## src/rtl/dlyrd_pkg.sv

```systemverilog
package dlyrd_pkg;
  typedef enum logic [1:0] {
    ST_IDLE = 2'd0,
    ST_REQ  = 2'd1,
    ST_CMP  = 2'd2
  } dly_state_e;

  function automatic logic can_accept(input dly_state_e st, input logic req);
    return (st == ST_IDLE) && req;
  endfunction

  function automatic logic can_finish(input dly_state_e st, input logic stb);
    return (st == ST_REQ) && stb;
  endfunction
endpackage

```

## src/rtl/dlyrd_capture.sv

```systemverilog
module dlyrd_capture #(
  parameter int AW = 32,
  parameter int BW = 4,
  parameter int CW = 4
) (
  input  logic          clk,
  input  logic          rst,
  input  logic          load_i,
  input  logic [AW-1:0] addr_i,
  input  logic [BW-1:0] be_i,
  input  logic          wr_i,
  input  logic [CW-1:0] cmd_i,
  input  logic          burst_i,
  output logic [AW-1:0] addr_o,
  output logic [BW-1:0] be_o,
  output logic          wr_o,
  output logic [CW-1:0] cmd_o,
  output logic          burst_o
);
  always_ff @(posedge clk or posedge rst) begin
    if (rst) begin
      addr_o  <= '0;
      be_o    <= '0;
      wr_o    <= 1'b0;
      cmd_o   <= '0;
      burst_o <= 1'b0;
    end else if (load_i) begin
      addr_o  <= addr_i;
      be_o    <= be_i;
      wr_o    <= wr_i;
      cmd_o   <= cmd_i;
      burst_o <= burst_i;
    end
  end
endmodule

```

## src/rtl/dlyrd_discard_timer.sv

```systemverilog
module dlyrd_discard_timer #(
  parameter int TMR_W = 16
) (
  input  logic clk,
  input  logic rst,
  input  logic restart_i,
  input  logic active_i,
  input  logic hold_i,
  output logic expire_o
);
  localparam logic [TMR_W-1:0] LAST = {TMR_W{1'b1}};

  logic [TMR_W-1:0] cnt_q;

  function automatic logic [TMR_W-1:0] tick(input logic [TMR_W-1:0] c);
    return c + {{(TMR_W-1){1'b0}}, 1'b1};
  endfunction

  function automatic logic at_end(input logic [TMR_W-1:0] c);
    return c == LAST;
  endfunction

  assign expire_o = active_i && !hold_i && at_end(cnt_q);

  always_ff @(posedge clk or posedge rst) begin
    if (rst)
      cnt_q <= '0;
    else if (restart_i)
      cnt_q <= '0;
    else if (active_i && !hold_i && !at_end(cnt_q))
      cnt_q <= tick(cnt_q);
  end
endmodule

```

## src/rtl/dlyrd_ctrl.sv

```systemverilog
module dlyrd_ctrl
  import dlyrd_pkg::*;
(
  input  logic       clk,
  input  logic       rst,
  input  logic       req_i,
  input  logic       cmp_stb_i,
  input  logic       cmp_err_i,
  input  logic       done_i,
  input  logic       expire_i,
  output dly_state_e state_o,
  output logic       accept_o,
  output logic       finish_o,
  output logic       clear_o,
  output logic       req_stb_o,
  output logic       cmp_err_o,
  output logic       flush_o
);
  dly_state_e st_q, st_d;
  logic       leave;

  assign accept_o = can_accept(st_q, req_i);
  assign finish_o = can_finish(st_q, cmp_stb_i);
  assign clear_o  = (st_q == ST_CMP) && done_i;
  assign leave    = clear_o || ((st_q == ST_CMP) && expire_i);
  assign state_o  = st_q;

  always_comb begin
    st_d = st_q;
    unique case (st_q)
      ST_IDLE: if (accept_o) st_d = ST_REQ;
      ST_REQ:  if (finish_o) st_d = ST_CMP;
      ST_CMP:  if (leave)    st_d = ST_IDLE;
      default: st_d = ST_IDLE;
    endcase
  end

  always_ff @(posedge clk or posedge rst) begin
    if (rst) begin
      st_q      <= ST_IDLE;
      req_stb_o <= 1'b0;
      flush_o   <= 1'b0;
      cmp_err_o <= 1'b0;
    end else begin
      st_q      <= st_d;
      req_stb_o <= accept_o;
      flush_o   <= (st_q == ST_CMP) && expire_i && !done_i;
      if (finish_o)
        cmp_err_o <= cmp_err_i;
      else if (leave)
        cmp_err_o <= 1'b0;
    end
  end
endmodule

```

## src/rtl/dlyrd_tracker.sv

```systemverilog
module dlyrd_tracker
  import dlyrd_pkg::*;
#(
  parameter int AW    = 32,
  parameter int BW    = 4,
  parameter int CW    = 4,
  parameter int TMR_W = 16
) (
  input  logic          clk,
  input  logic          rst,
  input  logic          tgt_req_i,
  input  logic [AW-1:0] tgt_addr_i,
  input  logic [BW-1:0] tgt_be_i,
  input  logic          tgt_wr_i,
  input  logic [CW-1:0] tgt_cmd_i,
  input  logic          tgt_burst_i,
  input  logic          tgt_done_i,
  input  logic          tgt_busy_i,
  input  logic          mst_cmp_stb_i,
  input  logic          mst_cmp_err_i,
  output logic          mst_req_stb_o,
  output logic [AW-1:0] st_addr_o,
  output logic [BW-1:0] st_be_o,
  output logic          st_wr_o,
  output logic [CW-1:0] st_cmd_o,
  output logic          st_burst_o,
  output logic          req_pend_o,
  output logic          cmp_pend_o,
  output logic          cmp_err_o,
  output logic          cmp_flush_o
);
  dly_state_e state;
  logic       accept_evt;
  logic       finish_evt;
  logic       clear_evt;
  logic       expire_evt;

  dlyrd_capture #(.AW(AW), .BW(BW), .CW(CW)) u_cap (
    .clk     (clk),
    .rst     (rst),
    .load_i  (accept_evt),
    .addr_i  (tgt_addr_i),
    .be_i    (tgt_be_i),
    .wr_i    (tgt_wr_i),
    .cmd_i   (tgt_cmd_i),
    .burst_i (tgt_burst_i),
    .addr_o  (st_addr_o),
    .be_o    (st_be_o),
    .wr_o    (st_wr_o),
    .cmd_o   (st_cmd_o),
    .burst_o (st_burst_o)
  );

  dlyrd_discard_timer #(.TMR_W(TMR_W)) u_tmr (
    .clk       (clk),
    .rst       (rst),
    .restart_i (finish_evt),
    .active_i  (state == ST_CMP),
    .hold_i    (tgt_busy_i || tgt_done_i),
    .expire_o  (expire_evt)
  );

  dlyrd_ctrl u_ctrl (
    .clk       (clk),
    .rst       (rst),
    .req_i     (tgt_req_i),
    .cmp_stb_i (mst_cmp_stb_i),
    .cmp_err_i (mst_cmp_err_i),
    .done_i    (tgt_done_i),
    .expire_i  (expire_evt),
    .state_o   (state),
    .accept_o  (accept_evt),
    .finish_o  (finish_evt),
    .clear_o   (clear_evt),
    .req_stb_o (mst_req_stb_o),
    .cmp_err_o (cmp_err_o),
    .flush_o   (cmp_flush_o)
  );

  assign req_pend_o = (state == ST_REQ);
  assign cmp_pend_o = (state == ST_CMP);
endmodule

```

## config.mk

```make
export PLATFORM = sky130hd
export DESIGN_NAME = dlyrd_tracker
export DESIGN_NICKNAME = d
export VERILOG_FILES = /design/src/rtl/dlyrd_pkg.sv /design/src/rtl/dlyrd_capture.sv /design/src/rtl/dlyrd_discard_timer.sv /design/src/rtl/dlyrd_ctrl.sv /design/src/rtl/dlyrd_tracker.sv
export SDC_FILE = /design/constraint.sdc
export NUM_CORES = 1
export LEC_CHECK = 0
export BUFFER_PORTS_ARGS = -buffer_cell sky130_fd_sc_hd__buf_4
export CAP_MARGIN = 20
export CORE_MARGIN = 10
export CORE_UTILIZATION = 35
export CTS_CLUSTER_DIAMETER = 200
export DETAILED_ROUTE_END_ITERATION = 10
export PLACE_DENSITY = 0.6
export SKIP_CTS_REPAIR_TIMING = 1
export SLEW_MARGIN = 10
export SYNTH_ARGS = -nofsm -noshare
export SYNTH_HDL_FRONTEND = slang
export SYNTH_SLANG_ARGS = --single-unit
export TNS_END_PERCENT = 5
```

## constraint.sdc

```tcl
create_clock -name clk -period 6.8 [get_ports clk]
set_clock_uncertainty 0.05 [all_clocks]
set_input_delay 1.02 -clock clk [delete_from_list [all_inputs] [get_ports clk]]
set_output_delay 1.02 -clock clk [all_outputs]
set_load 0.005 [all_outputs]
```

==> impl_metrics.py <==
metrics = {
    "power_and_ir_drop": {
        "vdd.ir_drop.worst_mv": 0.199,
        "power_leakage_nw": 1.67,
        "power.clock.fraction_pct": 22.9,
        "cellPowerDensity_nw_per_um2": 390,
        "p_sw_uw": 420,
        "pwr-share-seq_pct": 41.6,
        "combPwrFrac_pct": 35.5,
        "switching_share_pct": 29.4,
        "internal_power_mw": 1.01,
    },
    "grt": {
        "grt_antenna_before_repair": 0,
        "grt_use_total_pct": 12.4,
        "grt_overflow": 0,
        "grt_max_degree": 64,
        "grt_pass1_vias": 2175,
        "grt_pass1_wl_um": 11300,
    },
    "synthesis": {
        "synth_edf_count": 0,
        "async_flop_share_pct": 100,
        "synth_top_area_share_pct": 59.4,
        "synthTopCellsByArea": "dfrtp_1 59%, mux2_2 18%, mux2i_1 2.6%, nand2_1 2.0%, a21oi_1 1.9%",
        "yosysTopAreaCell": "dfrtp_1",
        "synth_warnings": 0,
        "synth_cell_types": 32,
        "syn_area_per_cell_sq_um": 12.9,
        "ys_seq_area_share_pct": 59.4,
        "syn_nets": 256,
        "syn_inst": 206,
        "syn_area_sq_um": 2650,
        "synth_seq_cells": 63,
        "synth_ff_type": "dfrtp_1",
    },
    "placement": {
        "place_hpwl_um": 4900,
        "gp_congestion": 0.782,
        "portBuffers": 95,
    },
    "timing": {
        "worst_slew_pin_slew_ns": 0.954,
        "max_clock_freq_ghz": 0.358,
        "setup_viol": 0,
        "period_needed_ns": 2.79,
        "slew_headroom_pct": 35.5,
        "fin_tns_setup_ns": 0,
        "rsz0062_at_grt": "no",
        "hold_viol": 0,
        "finalCritPeriodShare_pct": 41.1,
        "drv_slew": 0,
        "hold_slack_ns": 0.459,
    },
    "finish": {
        "n_fill_cell": 694,
        "layout_common_cells": "97 x buf_4, 63 x dfrtp_1, 42 x mux2_2",
        "postLayoutCoreUtil_pct": 50.3,
        "area_growth_pct": 38.3,
        "fin_nets": 354,
        "layout_commonest_cell": "buf_4",
        "n_antenna_cell": 0,
        "drive_gt1_share_pct": 50.5,
    },
    "critical_path": {
        "cp_data_arrival_time_ns": 3.00,
        "crit_path_start": "tgt_done_i",
        "cp.depth": 5,
        "cp.required_ns": 7.01,
        "path_class": "in -> reg",
        "cp_top_family": "simple AND/OR/NAND/NOR gates",
        "reg2regPathDepth": 4,
        "worst_setup_path_end_kind": "flip-flop",
        "slowest_stage": "or4b_1",
        "r2r_start": "u_ctrl.state_o[0]",
        "crit_path_frequent_cell": "or4_1",
        "cp_max_fo": 10,
        "critPathBufInv": 1,
        "worstPathCellList": "buf_4 > or4b_1 > or4_1 > or4_1 > a21oi_1",
        "crit_path_max_incr_delay_ns": 0.67,
        "rr_endpoint": "u_tmr.cnt_q[13]",
        "rrSetupSlack_ns": 4.34,
        "startpoint_type": "input port",
    },
    "floorplanning": {
        "core_area_sq_um": 7290,
        "die_area_sq_um": 11500,
        "num_rows": 31,
        "ioPinCount": 96,
        "die_y_um": 107,
        "initial_core_util_pct": 36.4,
        "die_w_um": 107,
    },
    "drt": {
        "drc_errors": 0,
        "drt_pass1_iterations": 4,
        "via_count": 1986,
        "routedWlPerCell_um": 16.5,
        "antenna_left": 0,
        "drt_iter0_markers": 68,
        "wl_um": 6730,
        "vias_per_cell": 4.87,
    },
    "clock_network": {
        "clockBufferDepth": 2,
        "cts_root_buffer": "clkbuf_8",
        "h-tree-depth": 3,
        "clkTransAtPathRegs_ns": 0.07,
        "clkLatencyLatePin_ns": 0.34,
        "cts_buffers": 9,
        "cts_tree": "done",
        "numClockSinks": 63,
    },
    "run": {
        "drv_cap": 0,
    },
    "hold_path": {
        "hold_end": "u_cap.cmd_o[0]",
        "hp-start": "u_cap.cmd_o[0]",
        "worstHoldPathCells": 1,
        "hold_path_class": "reg -> reg",
    },
    "status": {
        "status": "finished, final reports clean",
    },
}
==> registers in the layout (all words and copies together) (netlist names) <==
| register | flops |
|---|---|
| u_cap.addr_o | 32 |
| u_cap.be_o | 4 |
| u_cap.burst_o | 1 |
| u_cap.cmd_o | 4 |
| u_cap.wr_o | 1 |
| u_ctrl.cmp_err_o | 1 |
| u_ctrl.flush_o | 1 |
| u_ctrl.req_stb_o | 1 |
| u_ctrl.state_o | 2 |
| u_tmr.cnt_q | 16 |
==> how the worst max path moves through the flow <==
stage | slack [ns] | to
2_1_floorplan | 3.89 | u_tmr.cnt_q[13]
3_5_place_dp | 3.69 | u_tmr.cnt_q[13]
4_1_cts | 4.04 | u_tmr.cnt_q[13]
6_report | 4.01 | u_tmr.cnt_q[13]
5_1_grt | 3.92 | u_tmr.cnt_q[13]
3_3_place_gp | 3.68 | u_tmr.cnt_q[13]
==> cells in the mapped netlist, types with 3 or more instances <==
cell type	instances
dfrtp_1	63
mux2_2	42
inv_1	3
o31ai_1	5
o21ai_0	5
nand3_1	8
or3_1	5
nand4_1	4
mux2i_1	7
a21oi_1	10
nand2_1	14
or4_1	4
clkbuf_1	7
and4_1	4
==> metal layers <==
layer | GRT usage, % | part of all wire, % | up-vias
li1 | - | - | 949
met1 | 14.2 | 40 | 966
met2 | 17.7 | 46 | 65
met3 | 8.38 | 13 | 6
met4 | 4.93 | 1.3 | 0
met5 | 0 | 0 | -
==> stage by stage <==
step | area, sq um | setup slack [ns] | power (mW) | std cells
floorplan | 2650 | 3.89 | 0.820 | 206
global placement | 3470 | 3.68 | 1.11 | 392
detailed placement | 3470 | 3.69 | 1.12 | 392
CTS | 3670 | 4.04 | 1.46 | 408
global route | 3670 | 3.92 | 1.53 | 408
finish | 3670 | 4.01 | 1.43 | 408
==> worst register-to-register path: stages, from the launching register on <==
cell     delay [ns]
dfrtp_1        0.44
or4b_1         0.71
or4_1          0.63
or4_1          0.43
a21oi_1        0.15
==> layout make-up <==
class / instances / area [sq um] / area share [%]
well taps: 99 / 124 / 3.38
flip-flops and latches: 63 / 1580 / 43.0
clock buffers: 10 / 128 / 3.48
repair buffers: 97 / 728 / 19.9
clock inverters: 6 / 70.1 / 1.91
inverters: 3 / 11.3 / 0.307
multi-input cells: 130 / 1030 / 28.1
==> power groups by stage <==
stage,Combinational [mW],Sequential [mW],Clock (mW)
2_1_floorplan,0.217,0.603,0
3_3_place_gp,0.520,0.593,0
3_5_place_dp,0.525,0.597,0
4_1_cts,0.524,0.596,0.341
5_1_grt,0.560,0.617,0.356
6_report,0.508,0.595,0.327
==> cells by family after synthesis <==
group | Yosys count | share of synthesized area [%]
flip-flops | 63 | 59.4
buffers and inverters | 13 | 1.93
AND/OR/NAND/NOR | 56 | 12.3
adder cells (fa/ha/maj) | 1 | 0.472
AO/OA/AOI/OAI | 24 | 5.42
multiplexers | 49 | 20.5
Note: power is estimated with default switching activity, not from simulation.
